`config.mk`:
```
export PLATFORM = sky130hd
export DESIGN_NAME = dpwm_top
export DESIGN_NICKNAME = d
export VERILOG_FILES = /design/src/rtl/dpwm_pkg.sv /design/src/rtl/dpwm_shadow.sv /design/src/rtl/dpwm_timebase.sv /design/src/rtl/dpwm_dither.sv /design/src/rtl/dpwm_top.sv
export SDC_FILE = /design/constraint.sdc
export NUM_CORES = 1
export LEC_CHECK = 0
export BUFFER_PORTS_ARGS = -buffer_cell sky130_fd_sc_hd__buf_2
export CAP_MARGIN = 20
export CORE_MARGIN = 4
export CORE_UTILIZATION = 25
export DETAILED_ROUTE_END_ITERATION = 6
export SETUP_SLACK_MARGIN = 0.05
export SYNTH_ARGS = -nofsm -noshare
export SYNTH_HDL_FRONTEND = slang
export SYNTH_SLANG_ARGS = --single-unit
```
`constraint.sdc`:
```
create_clock -name clk -period 6.9 [get_ports clk]
set_clock_uncertainty 0.15 [all_clocks]
set_input_delay 0.345 -clock clk [delete_from_list [all_inputs] [get_ports clk]]
set_output_delay 0.345 -clock clk [all_outputs]
set_load 0.01 [all_outputs]
```
`src/rtl/dpwm_pkg.sv`:
```
package dpwm_pkg;
  localparam int DEF_FRAME_LEN = 10;

  typedef enum logic {
    PH_LOAD = 1'b0,
    PH_RUN  = 1'b1
  } phase_t;
endpackage

```
`src/rtl/dpwm_shadow.sv`:
```
module dpwm_shadow #(
  parameter int PRE_W     = 8,
  parameter int PER_W     = 8,
  parameter int DUTY_W    = 12,
  parameter int FRAME_LEN = 10,
  localparam int REM_W    = $clog2(FRAME_LEN)
) (
  input  logic              clk,
  input  logic              rst,
  input  logic              load,
  input  logic [PRE_W-1:0]  pre_i,
  input  logic [PER_W-1:0]  per_i,
  input  logic [DUTY_W-1:0] duty_i,
  output logic [PRE_W-1:0]  act_pre,
  output logic [PER_W-1:0]  act_per,
  output logic [DUTY_W-1:0] act_coarse,
  output logic [REM_W-1:0]  act_rem,
  output logic [DUTY_W-1:0] nx_coarse,
  output logic [REM_W-1:0]  nx_rem
);
  logic [PRE_W-1:0]  sh_pre;
  logic [PER_W-1:0]  sh_per;
  logic [DUTY_W-1:0] sh_duty;
  logic [DUTY_W-1:0] sh_coarse;
  logic [REM_W-1:0]  sh_rem;

  // Staging copy of the inputs, refreshed every cycle
  always_ff @(posedge clk) begin
    if (rst) begin
      sh_pre  <= '0;
      sh_per  <= '0;
      sh_duty <= '0;
    end else begin
      sh_pre  <= pre_i;
      sh_per  <= per_i;
      sh_duty <= duty_i;
    end
  end

  // Integer and fractional part of the fine duty
  assign sh_coarse = sh_duty / DUTY_W'(FRAME_LEN);
  assign sh_rem    = REM_W'(sh_duty % DUTY_W'(FRAME_LEN));

  // Active settings change only on a frame load
  always_ff @(posedge clk) begin
    if (rst) begin
      act_pre    <= '0;
      act_per    <= '0;
      act_coarse <= '0;
      act_rem    <= '0;
    end else if (load) begin
      act_pre    <= sh_pre;
      act_per    <= sh_per;
      act_coarse <= sh_coarse;
      act_rem    <= sh_rem;
    end
  end

  // Values the dither stage must use on the edge of a load
  assign nx_coarse = load ? sh_coarse : act_coarse;
  assign nx_rem    = load ? sh_rem    : act_rem;
endmodule

```
`src/rtl/dpwm_timebase.sv`:
```
module dpwm_timebase #(
  parameter int PRE_W = 8,
  parameter int PER_W = 8
) (
  input  logic             clk,
  input  logic             rst,
  input  logic             run,
  input  logic [PRE_W-1:0] act_pre,
  input  logic [PER_W-1:0] act_per,
  output logic [PER_W-1:0] cnt,
  output logic             wrap
);
  logic [PRE_W-1:0] pre_cnt;
  logic             tick;
  logic [PER_W:0]   cnt_inc;

  assign tick    = run && (pre_cnt >= act_pre);
  assign cnt_inc = {1'b0, cnt} + {{PER_W{1'b0}}, 1'b1};
  assign wrap    = tick && (cnt_inc >= {1'b0, act_per});

  always_ff @(posedge clk) begin
    if (rst || !run) begin
      pre_cnt <= '0;
    end else if (tick) begin
      pre_cnt <= '0;
    end else begin
      pre_cnt <= pre_cnt + 1'b1;
    end
  end

  always_ff @(posedge clk) begin
    if (rst || !run) begin
      cnt <= '0;
    end else if (wrap) begin
      cnt <= '0;
    end else if (tick) begin
      cnt <= cnt_inc[PER_W-1:0];
    end
  end
endmodule

```
`src/rtl/dpwm_dither.sv`:
```
module dpwm_dither #(
  parameter int DUTY_W    = 12,
  parameter int FRAME_LEN = 10,
  localparam int REM_W    = $clog2(FRAME_LEN),
  localparam int IDX_W    = $clog2(FRAME_LEN),
  localparam int SUM_W    = $clog2(2 * FRAME_LEN)
) (
  input  logic              clk,
  input  logic              rst,
  input  logic              load,
  input  logic              wrap,
  input  logic [DUTY_W-1:0] nx_coarse,
  input  logic [REM_W-1:0]  nx_rem,
  output logic [DUTY_W-1:0] cmp,
  output logic              frame_wrap
);
  logic [IDX_W-1:0] idx;
  logic [SUM_W-1:0] acc;
  logic [SUM_W-1:0] base;
  logic [SUM_W-1:0] sum;
  logic             up;

  assign frame_wrap = wrap && (idx == IDX_W'(FRAME_LEN - 1));

  // Error diffusion: a fresh frame starts with an empty accumulator
  assign base = load ? '0 : acc;
  assign sum  = base + SUM_W'(nx_rem);
  assign up   = (sum >= SUM_W'(FRAME_LEN));

  always_ff @(posedge clk) begin
    if (rst) begin
      idx <= '0;
      acc <= '0;
      cmp <= '0;
    end else if (load || wrap) begin
      idx <= load ? '0 : idx + 1'b1;
      acc <= up ? sum - SUM_W'(FRAME_LEN) : sum;
      cmp <= nx_coarse + DUTY_W'(up);
    end
  end
endmodule

```
`src/rtl/dpwm_top.sv`:
```
module dpwm_top
  import dpwm_pkg::*;
#(
  parameter int PRE_W     = 8,
  parameter int PER_W     = 8,
  parameter int FRAME_LEN = DEF_FRAME_LEN,
  localparam int REM_W    = $clog2(FRAME_LEN),
  localparam int DUTY_W   = PER_W + REM_W
) (
  input  logic              clk,
  input  logic              rst,
  input  logic [PRE_W-1:0]  prescale_i,
  input  logic [PER_W-1:0]  period_i,
  input  logic [DUTY_W-1:0] duty_i,
  output logic              pwm_o,
  output logic              period_stb_o,
  output logic              frame_stb_o
);
  phase_t            phase;
  logic              run;
  logic              load;
  logic              wrap;
  logic              frame_wrap;
  logic [PRE_W-1:0]  act_pre;
  logic [PER_W-1:0]  act_per;
  logic [DUTY_W-1:0] act_coarse;
  logic [REM_W-1:0]  act_rem;
  logic [DUTY_W-1:0] nx_coarse;
  logic [REM_W-1:0]  nx_rem;
  logic [PER_W-1:0]  cnt;
  logic [DUTY_W-1:0] cmp;

  always_ff @(posedge clk) begin
    if (rst) phase <= PH_LOAD;
    else     phase <= PH_RUN;
  end

  assign run  = (phase == PH_RUN);
  assign load = !run || frame_wrap;

  dpwm_shadow #(
    .PRE_W(PRE_W), .PER_W(PER_W), .DUTY_W(DUTY_W), .FRAME_LEN(FRAME_LEN)
  ) u_shadow (
    .clk(clk), .rst(rst), .load(load),
    .pre_i(prescale_i), .per_i(period_i), .duty_i(duty_i),
    .act_pre(act_pre), .act_per(act_per),
    .act_coarse(act_coarse), .act_rem(act_rem),
    .nx_coarse(nx_coarse), .nx_rem(nx_rem)
  );

  dpwm_timebase #(
    .PRE_W(PRE_W), .PER_W(PER_W)
  ) u_timebase (
    .clk(clk), .rst(rst), .run(run),
    .act_pre(act_pre), .act_per(act_per),
    .cnt(cnt), .wrap(wrap)
  );

  dpwm_dither #(
    .DUTY_W(DUTY_W), .FRAME_LEN(FRAME_LEN)
  ) u_dither (
    .clk(clk), .rst(rst), .load(load), .wrap(wrap),
    .nx_coarse(nx_coarse), .nx_rem(nx_rem),
    .cmp(cmp), .frame_wrap(frame_wrap)
  );

  // Registered outputs
  always_ff @(posedge clk) begin
    if (rst) begin
      pwm_o        <= 1'b0;
      period_stb_o <= 1'b0;
      frame_stb_o  <= 1'b0;
    end else begin
      pwm_o        <= run && (DUTY_W'(cnt) < cmp);
      period_stb_o <= load || wrap;
      frame_stb_o  <= load;
    end
  end
endmodule

```
======== Word level (Yosys, flattened, before mapping) ========
Index checks and enable logic that the tools add are counted.
storage, ports and cells
  register bits after elaboration ......... 101
  output and inout port bits .............. 3
operators by class
  $add $sub $neg .......................... 6
  div/mod/pow operators ................... 2
  magnitude comparators ................... 4
  equal/unequal tests ..................... 1
  mux-type cells .......................... 6
  reductions and logical operators ........ 10
operator list
  kind                                                     number
  adder 12 x 1 -> 12 bit                                   1
  divider 12 x 4 -> 12 bit (second input constant)         1
  < comparator 8 x 12 -> 1 bit                             1
  remainder unit 12 x 4 -> 12 bit (second input constant)  1
  two-way mux 12 bit                                       1
  two-way mux 5 bit                                        2
  adder 8 x 1 -> 9 bit (second input constant)             1
  >= comparator 9 x 8 -> 1 bit                             1
  adder 8 x 1 -> 8 bit (second input constant)             1
  >= comparator 8 bit                                      1
  two-way mux 4 bit                                        2
  adder 5 x 4 -> 5 bit                                     1
  >= comparator 5 x 4 -> 1 bit (second input constant)     1
  subtractor 5 x 4 -> 5 bit (second input constant)        1
  adder 4 x 1 -> 4 bit (second input constant)             1
  equality test 4 bit (second input constant)              1
  logical AND 1 bit                                        4
  OR reduction 2 bit                                       2
  logical OR 1 bit                                         3
  zero test 1 bit                                          1
  two-way mux 1 bit                                        1

======== Depth between registers and ports, before layout ========
Gate-level depths: netlist (run 1).
  depth after elaboration ................. 9
  mapped depth ............................ 27
  mapped depth without buffers ............ 25

======== Hierarchy ========
A second synthesis (run 1) with hierarchy kept.
second synthesis, totals
  cell total of the unflattened synthesis .. 668
  area total of the unflattened synthesis .. 5906.9 um^2
by module, submodules not included
  module         instances  cells each  area an instance (um^2)  seq. area each (um^2)
  dpwm_shadow    1          345         3124.2                   1201.2
  dpwm_dither    1          146         1307.5                   420.4
  dpwm_timebase  1          141         1182.4                   320.3
  dpwm_top       1          36          292.8                    80.1

======== Worst setup path before layout (run 1) ========
Ideal clock, no wire load.
  path type ............................... register to register
  start ................................... reg u_shadow.sh_duty[7]
  end ..................................... reg u_dither.cmp[4]
  setup time .............................. 86 ps
  arrival time ............................ 5496 ps
  path slack .............................. 1169 ps
  stages on the path, launching flop included .. 25
  path buffers ............................ 1
  clock period less this slack ............ 5731 ps
  cells stage by stage .................... dfxtp_1 > buf_6 > or3b_1 > a22oi_2 > o21a_2 > a21oi_1 > o311ai_1 > a21o_2 > nand3_1 > o221a_2 > xnor2_1 > ha_1 > or3_4 > a31oi_1 > ha_1 > a21o_1 > a21oi_1 > xor2_1 > a21o_1 > ha_1 > ha_1 > inv_1 > or3_1 > xnor2_1 > a211oi_1
on the way
  word-level cells in the longest chain between the ends .. 5
  elaborated cells between the ends (all ways) .. 7
  those cells by class .................... add/sub: 2; div: 2; order compare: 1; mux: 2
RTL lines
  element                          RTL line           source
  start: declaration               dpwm_shadow.sv:23  logic [DUTY_W-1:0] sh_duty;
  start signal: assignment         dpwm_shadow.sv:36  sh_duty <= duty_i;
  remainder unit 12 x 4 -> 12 bit  dpwm_shadow.sv:42  assign sh_rem = REM_W'(sh_duty % DUTY_W'(FRAME_LEN));
  two-way mux 4 bit                dpwm_shadow.sv:61  assign nx_rem = load ? sh_rem : act_rem;
  named net nx_rem[2]              dpwm_top.sv:29     logic [REM_W-1:0] nx_rem;
  adder 5 x 4 -> 5 bit             dpwm_dither.sv:27  assign sum = base + SUM_W'(nx_rem);
  >= comparator 5 x 4 -> 1 bit     dpwm_dither.sv:28  assign up = (sum >= SUM_W'(FRAME_LEN));
  adder 12 x 1 -> 12 bit           dpwm_dither.sv:38  cmp <= nx_coarse + DUTY_W'(up);
  end signal: assignment           dpwm_dither.sv:38
  end: declaration                 dpwm_dither.sv:14  output logic [DUTY_W-1:0] cmp,
The timed path passes the listed nets, and every way through them passes these cells.
A chain may end at the register's enable or synchronous reset.

======== Worst setup path after layout (run 1) ========
  start ................................... reg u_shadow.sh_duty[9]
  end ..................................... reg u_dither.cmp[6]
The elaborated chain is that of the path after synthesis.

==> results by group, run 1 <==
Run status
  – Status: finished clean

Critical path
  – Crit path capture type: flip-flop
  – Req. time, crit path: between 7 and 8 ns
  – Worst path arrival time: about 6.5 ns
  – CP cell instances: or3b_1 > a22oi_2 > o21a_2 > a21oi_2 > a211oi_1 > o32a_1 > nand3_1 > o221a_2 > xnor2_1 > ha_1 > or3_4 > a31oi_1 > ha_1 > xnor2_1 > ha_1 > nand2_1 > a21o_1 > ha_1 > ha_1 > inv_1 > nor2_1 > a2111oi_1 > a311o_1
  – Crit-path max cell delay: 0.49 ns
  – WP buf/inv: 1
  – Crit-path slowest cell: dfxtp_2
  – CP most frequent cell: ha_1
  – FF-to-FF Start: u_shadow.sh_duty[9]
  – Reg2reg end: u_dither.cmp[6]
  – Largest delay contributor family on the critical path: compound AO/OA/AOI/OAI gates
  – Worst r2r path cells: 23
  – Setup CP Type: flip-flop to flip-flop
  – Reg2Reg Setup Slack: approximately 0.57 ns
  – CP startpoint kind: flip-flop
  – CP Max Fanout: 17

Synth
  – Flops & latches, synth: roughly 100
  – Mapped Cells: 712
  – EDFF count, synth: 0
  – Share of the yosys chip area belonging to registers: about a third
  – Mapped Area: between 5000 and 6000 um^2
  – Synth Flop Type: dfxtp_1
  – Synth area leaders: dfxtp_1, ha_1, nand2_1
  – Total nets after synthesis: between 700 and 800
  – Ys async rst share: 0%
  – Count of different cell masters after synthesis: approximately 90
  – Area leader, netlist: dfxtp_1
  – Mean Syn Cell Area: 8.39 um^2
  – Share of the synthesized area in the top cell type: approximately a third
  – Synth Warn #: 0

Hold path
  – Worst Hold Launch: prescale_i[6]
  – Hold path depth: 2
  – Min-Delay Endpoint: u_shadow.sh_pre[6]
  – Hold Crit Class: input pin to flip-flop

Power
  – Sw Pwr: about 520 uW
  – Leak: between 2 and 3 nW
  – Pwr/cell area: 237 nW/um^2
  – Max IR drop VDD: roughly 0.00012 V
  – Switching Fraction: 32.8%
  – Clock power frac: about a third
  – Sequential fraction of design power: around two fifths
  – Total power: about 1.6 mW
  – Comb power frac: approximately 27%
  – Int Pwr: 1.07 mW

Clock network
  – CTS hold repair buffers: 0
  – H-tree lvl count: 3
  – CTS tree: built
  – Clock Pin Slew Worst Setup and Hold Paths: roughly 0.07 ns
  – Clk_lat worst skew: around 0.35 ns
  – Clock root buffer: clkbuf_16
  – Max Root-Sink Buffers: 2
  – Num CTS Buffers: 9
  – Clock sinks: about 100

Timing
  – Setup TNS: 0 ns
  – Final worst slack: 0.568 ns
  – Hold Vio Cnt, Final: 0
  – Worst-margin pin slew: ~0.64 ns
  – Fin crit share: around nine tenths
  – Rel. slew slack: between 50% and 60%
  – Setup repair after global routing missed its margin: false
  – Post-route minimum period: 6.33 ns
  – Final Setup Violations: 0
  – Worst hold slack: 0.0475 ns
  – Pins Over Slew Limit: 0
  – Achievable Freq: 158 MHz

Route
  – Vias/cell: between 4 and 5
  – Final wirelength: around 13000 um
  – 1st-pass router iterations: 4
  – Via Count: just under 5000
  – Routed Antenna Nets: 0
  – Routed len/inst: around 13 um
  – DR DRC count: 0
  – First DRT Iteration DRCs: 250

Floorplan
  – Die H: 163 um
  – Initial Util: 25.4%
  – Die X: between 150 and 200 um
  – Core ar.: about 23000 um^2
  – Row Count: 56
  – Top Ports: 33
  – Die footprint: roughly 26000 um^2

Final layout
  – Final core utilization: ~29%
  – Nets@finish: around 790
  – Diodes inserted: 0
  – Filler Cell Count: ~2500
  – Area Overhead vs Synth: 12.6%
  – Layout cells sized above 1: between 10 and 15%

Placed design
  – Place WS: approximately 0.38 ns
  – Routability congestion estimate from global placement: ~0.87
  – HPWL after detailed placement: 9440 um
  – IO buf count: 32

Flow run
  – Max_cap viols: 0

GRT
  – GRT Residual Overflow: 0
  – Initial antenna violation count: 0
  – GRT Overall Usage: 10.3%
  – Largest net degree at the start of global routing: 58
  – First-pass GRT wire length: ~23000 um
  – Number of global-route vias before repair: approximately 4800
-- sequential cells by signal, indices dropped and copies added, names as in the netlist --
signal	count
u_timebase.pre_cnt	8
u_dither.cmp	12
u_shadow.act_rem	4
phase	1
u_shadow.sh_duty	12
frame_stb_o	1
u_shadow.sh_pre	8
period_stb_o	1
u_dither.acc	5
u_shadow.act_per	8
u_shadow.sh_per	8
pwm_o	1
u_shadow.act_pre	8
u_shadow.act_coarse	12
u_timebase.cnt	8
u_dither.idx	4
-- Yosys cell counts (4+ instances only) --
cell      instances
xnor2_1          19
nand2_1          69
o211ai_1          5
nor2b_1          33
nor3_1           10
a211o_1           7
clkbuf_1         22
buf_6             6
a21o_1            6
nand2b_1         11
dfxtp_1         101
o31ai_1           5
and2_1           10
and3_1           15
a31oi_1           4
o21ai_2           4
a211oi_1          7
inv_1            35
a22o_1            8
nor2_1           66
nand3_1          20
a21oi_1          37
nor3b_1           6
buf_2             8
nor4_1            5
ha_1             35
o21ai_0          39
o21ai_1           4
xor2_1           22
-- cells by family (layout without fill, tap and decap cells) --
group	Yosys count	in the layout	share of synthesized area (%)
AOI/OAI and AO/OA	180	180	21.9
xor gates and xnor gates	41	41	6.01
adders and majority gates	36	36	7.67
buffers and inverters	74	95	5.70
DFF	101	101	33.9
muxes	5	5	0.943
and+or+nand+nor	275	275	23.9
-- cell usage in the layout (no fill, tap or decap), drive strengths merged, types with 3 or more instances in the layout --
master	netlist	final
clkinvlp	0	3
nor4	5	5
o31a	3	3
a21o	7	7
nand2b	11	11
xor2	22	22
a31oi	5	5
a211oi	10	10
o31ai	5	5
inv	35	38
clkbuf	22	10
a22o	8	8
nand3b	3	3
nor2b	34	34
nor3b	6	6
nor3	11	11
o21ai	47	47
xnor2	19	19
and4	3	3
nor2	68	68
buf	16	43
or3b	3	3
mux2i	3	3
o22ai	3	3
o32ai	3	3
and3	15	15
a2111oi	3	3
nand3	20	20
and2	10	10
a211o	7	7
dfxtp	101	101
ha	35	35
or3	4	4
nand2	69	69
a21oi	40	40
o211ai	7	7
-- power groups by stage --
| stage | clock (mW) | combinational (mW) | sequential, mW |
|---|---|---|---|
| 6_report | 0.509 | 0.430 | 0.652 |
| 5_1_grt | 0.545 | 0.489 | 0.658 |
| 4_1_cts | 0.524 | 0.431 | 0.652 |
| 3_5_place_dp | 0 | 0.428 | 0.666 |
| 3_3_place_gp | 0 | 0.424 | 0.666 |
| 2_1_floorplan | 0 | 0.348 | 0.651 |
-- worst max-delay path by stage --
stage | start | slack (ns) | cells after the start | to
finish | u_shadow.sh_duty[9] | 0.57 | 23 | u_dither.cmp[6]
global route | u_shadow.sh_duty[7] | 0.07 | 23 | u_dither.cmp[6]
CTS | u_shadow.sh_duty[7] | 0.37 | 24 | u_dither.cmp[4]
detailed placement | u_shadow.sh_duty[7] | 0.38 | 23 | u_dither.cmp[4]
global placement | u_shadow.sh_duty[7] | 0.49 | 24 | u_dither.cmp[4]
floorplan | u_shadow.sh_duty[7] | 1.17 | 24 | u_dither.cmp[4]
-- final cells by class --
cell class | count | area, um^2 | area share (%)
Multi-Input combinational cell | 537 | 3620 | 53.9
Sequential cell | 101 | 2030 | 30.2
Clock inverter | 6 | 53.8 | 0.800
Inverter | 36 | 135 | 2.01
Tap cell | 319 | 399 | 5.93
Clock buffer | 10 | 239 | 3.55
Timing Repair Buffer | 43 | 243 | 3.61
-- per-layer routing --
| metal | vias to the layer above | routed length, um | global-route usage (%) | part of all wire, % |
|---|---|---|---|---|
| li1 | 2557 | - | - | - |
| met1 | 2329 | 6490 | 14.0 | 49 |
| met2 | 62 | 6110 | 16.5 | 46 |
| met3 | 11 | 421 | 1.49 | 3.2 |
| met4 | 0 | 195 | 4.04 | 1.5 |
| met5 | - | 0 | 0 | 0 |
-- worst reg2reg max path, stage by stage (launching register included) --
cell and delay, ns:
dfxtp_2 0.49, or3b_1 0.39, a22oi_2 0.23, o21a_2 0.20, a21oi_2 0.09, a211oi_1 0.40, o32a_1 0.31, nand3_1 0.23
o221a_2 0.35, xnor2_1 0.22, ha_1 0.27, or3_4 0.39, a31oi_1 0.19, ha_1 0.28, xnor2_1 0.31, ha_1 0.28
nand2_1 0.06, a21o_1 0.22, ha_1 0.22, ha_1 0.20, inv_1 0.12, nor2_1 0.08, a2111oi_1 0.42, a311o_1 0.18
-- stage by stage --
| stage | instance area (um^2) | instances |
|---|---|---|
| final | 6730 | 1052 |
| after global routing | 6730 | 1052 |
| after floorplan | 5970 | 712 |
| after CTS | 6700 | 1052 |
| after global placement | 6410 | 1036 |
| after detailed placement | 6410 | 1036 |
-- timing repair --
item                                    4_1_cts  5_1_grt
resized for setup                             0       10
endpoints found under the setup margin        0        4
buffers inserted                              0        0
(Power assumes the default switching activity.)
==> inputs of run 2 (changes only) <==
Settings changed: CORE_MARGIN 4 to 1.
==> results by group, run 2 (synthesis results as in run 1) <==
Route
  – Routed Antenna Nets: 0
  – Routed len/inst: roughly 12 um
  – Vias/cell: between 4 and 5
  – Final wirelength: ~13000 um
  – DR DRC count: 0
  – 1st-pass router iterations: 4
  – First DRT Iteration DRCs: between 200 and 300
  – Via Count: 4954

Floorplan
  – Die X: around 160 um
  – Die footprint: approximately 25000 um^2
  – Die H: around 160 um
  – Initial Util: 25.4%
  – Row Count: 56
  – Top Ports: 33
  – Core ar.: ~23000 um^2

Critical path
  – Worst r2r path cells: 23
  – CP startpoint kind: flip-flop
  – Crit-path slowest cell: dfxtp_2
  – Req. time, crit path: around 7 ns
  – Crit path capture type: flip-flop
  – CP most frequent cell: ha_1
  – CP cell instances: and2b_1 > o32ai_2 > a21oi_1 > a21oi_1 > o311ai_1 > a21o_2 > nand3_1 > o221a_2 > xnor2_1 > ha_1 > or3_4 > a31oi_1 > ha_1 > a21o_1 > a21oi_1 > xor2_1 > a21o_1 > ha_1 > ha_1 > inv_1 > or3_1 > xnor2_1 > a211oi_1
  – Crit-path max cell delay: ~0.52 ns
  – Setup CP Type: flip-flop to flip-flop
  – Worst path arrival time: 6.48 ns
  – CP Max Fanout: 20

Clock network
  – Max Root-Sink Buffers: 2
  – H-tree lvl count: 3
  – Clock sinks: a little over 100
  – Clock root buffer: clkbuf_16
  – CTS tree: built
  – Clk_lat worst skew: around 0.36 ns
  – CTS hold repair buffers: 0
  – Num CTS Buffers: 9
  – Clock Pin Slew Worst Setup and Hold Paths: around 0.070 ns

GRT
  – GRT Overall Usage: 11.0%
  – Largest net degree at the start of global routing: between 50 and 60
  – First-pass GRT wire length: 21700 um
  – GRT Residual Overflow: 0
  – Number of global-route vias before repair: around 4500
  – Initial antenna violation count: 0

Placed design
  – IO buf count: 32
  – HPWL after detailed placement: 9180 um
  – Routability congestion estimate from global placement: 0.836
  – Place WS: a little over 0.4 ns

Timing
  – Pins Over Slew Limit: 0
  – Worst-margin pin slew: 0.908 ns
  – Setup repair after global routing missed its margin: false
  – Final Setup Violations: 0
  – Final worst slack: ~0.53 ns
  – Hold Vio Cnt, Final: 0
  – Achievable Freq: between 150 and 200 MHz
  – Fin crit share: a little over 90%
  – Rel. slew slack: about 39%
  – Post-route minimum period: ~6.4 ns
  – Setup TNS: 0 ns

Final layout
  – Leading cell types in the layout, fill and taps excluded: dfxtp_1, nand2_1, nor2_1, o21ai_0, a21oi_1
  – Nets@finish: between 700 and 800
  – Layout cells sized above 1: approximately 14%
  – Filler Cell Count: 2498
  – Commonest non-fill, non-tap cell in the layout: dfxtp_1
  – Area Overhead vs Synth: 13.0%
  – Final core utilization: 28.8%
  – Largest registers: u_dither.cmp: 12 flops, u_shadow.act_coarse: 12 flops, u_shadow.sh_duty: 12 flops
  – Diodes inserted: 0

Power
  – Leak: about 2.6 nW
  – Max IR drop VDD: between 0.0001 and 0.00015 V
  – Total power: 1.65 mW
  – Pwr/cell area: between 200 and 250 nW/um^2

Flow run
  – Max_cap viols: 0

Hold path
  – Hold path depth: 2
  – Hold Crit Class: input pin to flip-flop

Run status
  – Status: finished clean
## run 2: cell types whose count changed in the layout (fill, tap and decap cells not counted)
cell | previous run | this run
a21oi_1 | 36 | 37
clkinv_4 | 0 | 1
buf_4 | 11 | 10
clkinvlp_4 | 3 | 0
o311ai_2 | 1 | 0
dfxtp_4 | 1 | 0
dfxtp_2 | 4 | 5
o311ai_1 | 0 | 1
bufinv_16 | 0 | 2
a21oi_2 | 4 | 3
## run 2: per-layer routing
metal	GRT usage, %	routed length (um)
met5	0	0
met4	4.81	265
met3	1.58	316
met2	17.3	5790
met1	14.8	6480
## run 2: metrics by stage
step | hold slack [ns] | std cells | instance area [um^2]
6_report | 0.0458 | 1051 | 6750
5_1_grt | 0.0420 | 1051 | 6750
4_1_cts | 0.0355 | 1051 | 6740
3_5_place_dp | 0.267 | 1035 | 6400
3_3_place_gp | 0.266 | 1035 | 6400
2_1_floorplan | 0.251 | 712 | 5970
## run 2: final cells by class
type                       count  area (um^2)  share of cell area [%]
sequential                   101         2030                    30.0
tap                          319          399                    5.91
clock inverter                 6          100                    1.48
multi-input combinational    537         3610                    53.5
timing repair buffer          42          235                    3.48
clock buffer                  10          239                    3.54
inverter                      36          135                    2.00
## run 2: report_power, final
part	internal, mW	leakage (nW)	switching (mW)
clock network	0.335	0.167	0.241
registers	0.624	0.831	0.0287
logic	0.181	1.64	0.244
## run 2: final timing paths
kind                            start             endpoint  slack [ns]
setup reg to reg  u_shadow.sh_duty[7]      u_dither.cmp[4]        0.53
setup / recovery  u_shadow.sh_duty[7]      u_dither.cmp[4]        0.53
hold reg to reg    u_shadow.sh_pre[1]  u_shadow.act_pre[1]        0.28
hold / removal          prescale_i[7]   u_shadow.sh_pre[7]        0.05
## run 2: repair_timing
| action | 4_1_cts | 5_1_grt |
|---|---|---|
| buffers inserted | 0 | 0 |
| resized for setup | 0 | 7 |
| endpoints found under the setup margin | 0 | 3 |
## run 2: critical path, delay by kind of cell (launching register included)
kind	cells	cell delay (ns)
simple gates	4	1.21
xor+xnor	3	0.60
fa+ha+maj	4	0.92
flops	1	0.52
compound gates	11	2.81
buf+inv	1	0.08
==> inputs of run 3 (changes only) <==
Settings changed: BUFFER_PORTS_ARGS -buffer_cell sky130_fd_sc_hd__buf_2 to default, DONT_BUFFER_PORTS from default to 1.
==> results by group, run 3 (synthesis results as in run 1) <==
Run status
  – Status: finished clean

Floorplan
  – Top Ports: 33
  – Die footprint: between 20000 and 25000 um^2
  – Row Count: 56
  – Die X: 157 um
  – Core ar.: ~23000 um^2
  – Die H: 157 um
  – Initial Util: about a quarter

Route
  – Via Count: around 4900
  – Vias/cell: between 4 and 5
  – DR DRC count: 0
  – First DRT Iteration DRCs: roughly 340
  – 1st-pass router iterations: 5
  – Final wirelength: between 10000 and 15000 um
  – Routed len/inst: 12.5 um
  – Routed Antenna Nets: 0

Timing
  – Rel. slew slack: between 40% and 50%
  – Setup repair after global routing missed its margin: false
  – Achievable Freq: roughly 160 MHz
  – Worst-margin pin slew: around 0.77 ns
  – Post-route minimum period: approximately 6.4 ns
  – Worst hold slack: 0.0637 ns
  – Pins Over Slew Limit: 0
  – Final Setup Violations: 0
  – Fin crit share: between 90% and 100%
  – Hold Vio Cnt, Final: 0
  – Setup TNS: 0 ns

Power
  – Sw Pwr: approximately 530 uW
  – Switching Fraction: roughly a third
  – Leak: around 2.6 nW
  – Pwr/cell area: approximately 240 nW/um^2
  – Comb power frac: a little over a quarter
  – Max IR drop VDD: 0.000161 V
  – Int Pwr: approximately 1.1 mW
  – Sequential fraction of design power: around 40%
  – Clock power frac: between 30% and 40%

Clock network
  – Clock Pin Slew Worst Setup and Hold Paths: approximately 0.07 ns
  – CTS tree: built
  – Max Root-Sink Buffers: 2
  – Postcts setup bufs: 0
  – Clock root buffer: clkbuf_16
  – H-tree lvl count: 3
  – Clk_lat worst skew: around 0.36 ns
  – Num CTS Buffers: 9
  – Clock sinks: roughly 100

Hold path
  – Min-Delay Endpoint: u_shadow.act_rem[3]
  – Hold path depth: 3
  – Hold Crit Class: input pin to flip-flop
  – Worst Hold Launch: rst

Final layout
  – Area Overhead vs Synth: 14.8%
  – Nets@finish: a little under 800
  – Leading cell types in the layout, fill and taps excluded: dfxtp_1, nand2_1, nor2_1, o21ai_0, a21oi_1
  – Final core utilization: 29.2%
  – Commonest non-fill, non-tap cell in the layout: dfxtp_1
  – Layout cells sized above 1: under 10%
  – Diodes inserted: 0
  – Filler Cell Count: around 2500
  – Largest registers: u_dither.cmp: 12 flops, u_shadow.act_coarse: 12 flops, u_shadow.sh_duty: 12 flops

GRT
  – First-pass GRT wire length: ~22000 um
  – GRT Overall Usage: between 10 and 15%
  – Initial antenna violation count: 0
  – Largest net degree at the start of global routing: 52
  – GRT Residual Overflow: 0
  – Number of global-route vias before repair: ~4600

Placed design
  – Routability congestion estimate from global placement: 0.831
  – HPWL after detailed placement: 9020 um
  – IO buf count: 0

Critical path
  – Crit path capture type: flip-flop
  – Reg2reg end: u_dither.cmp[6]
  – Setup CP Type: flip-flop to flip-flop
  – CP startpoint kind: flip-flop
  – Reg2Reg Setup Slack: 0.54 ns
  – CP Max Fanout: 17
  – FF-to-FF Start: u_shadow.sh_duty[9]
  – Worst path arrival time: around 6.5 ns
  – Worst r2r path cells: 23
  – Req. time, crit path: about 7 ns

Flow run
  – Max_cap viols: 0
==> run 3: cell count changes in the layout (fill, tap and decap cells not counted), moves of 2 or more <==
cell           delta
buf_2            -32
buf_4             -3
dfxtp_4           +2
dlygate4sd3_1    +28
inv_6             +2
==> run 3: worst max path at each step <==
stage	from	cells after the start	slack [ns]	end
2_1_floorplan	u_shadow.sh_duty[7]	24	1.17	u_dither.cmp[4]
3_3_place_gp	u_shadow.sh_duty[7]	24	0.48	u_dither.cmp[4]
3_5_place_dp	u_shadow.sh_duty[6]	23	0.35	u_dither.cmp[6]
4_1_cts	u_shadow.sh_duty[7]	24	0.33	u_dither.cmp[6]
5_1_grt	u_shadow.sh_duty[11]	23	0.05	u_dither.cmp[6]
6_report	u_shadow.sh_duty[9]	23	0.54	u_dither.cmp[6]
==> run 3: layer usage <==
metal / vias up / GRT usage (%) / share of wire (%)
li1: 2537 / - / -
met4: 0 / 4.90 / 2.2
met2: 78 / 17.8 / 45
met5: - / 0 / 0
met1: 2281 / 14.8 / 51
met3: 24 / 1.47 / 2.4
==> run 3: area by class of cell <==
type / count / area, um^2 / area share (%)
well taps: 319 / 399 / 5.82
multi-input cells: 537 / 3610 / 52.7
inverters: 36 / 135 / 1.97
clock inverters: 7 / 91.3 / 1.33
flip-flops and latches: 101 / 2030 / 29.7
clock buffers: 9 / 225 / 3.28
repair buffers: 36 / 360 / 5.25
==> run 3: repair_timing <==
item | CTS | global route
setup endpoints to repair | 0 | 4
hold buffers | 29 | 0
endpoints found under the hold margin | 51 | 0
resized for setup | 0 | 9
==> run 3: per-stage QoR <==
step | setup WS [ns] | cells | instance area (um^2) | power (mW)
2_1_floorplan | 1.17 | 712 | 5970 | 0.999
3_3_place_gp | 0.478 | 1000 | 6220 | 1.07
3_5_place_dp | 0.347 | 1000 | 6220 | 1.07
4_1_cts | 0.329 | 1045 | 6840 | 1.64
5_1_grt | 0.0526 | 1045 | 6860 | 1.72
6_report | 0.540 | 1045 | 6860 | 1.63
==> run 3: worst max-delay path, cell delays in order (launching register included) <==
cell and delay [ns]:
dfxtp_2 0.49, nor2b_2 0.25, nor2_1 0.09, a211o_1 0.43, a211oi_1 0.46, a311o_1 0.24
a21o_2 0.22, nand3_1 0.21, o221a_2 0.33, xnor2_1 0.19, ha_1 0.26, or3_4 0.39
a31oi_1 0.18, ha_1 0.28, xnor2_1 0.34, ha_1 0.29, nand2_1 0.07, a21o_1 0.22
ha_1 0.22, ha_1 0.20, inv_1 0.13, nor2_1 0.07, a2111oi_0 0.41, a311o_1 0.17
==> run 3: power by group through the flow <==
stage	Sequential [mW]	Clock, mW	Combinational, mW
after global placement	0.668	0	0.400
after detailed placement	0.668	0	0.404
after global routing	0.661	0.581	0.481
final	0.656	0.546	0.427
after floorplan	0.651	0	0.348
after CTS	0.655	0.562	0.426
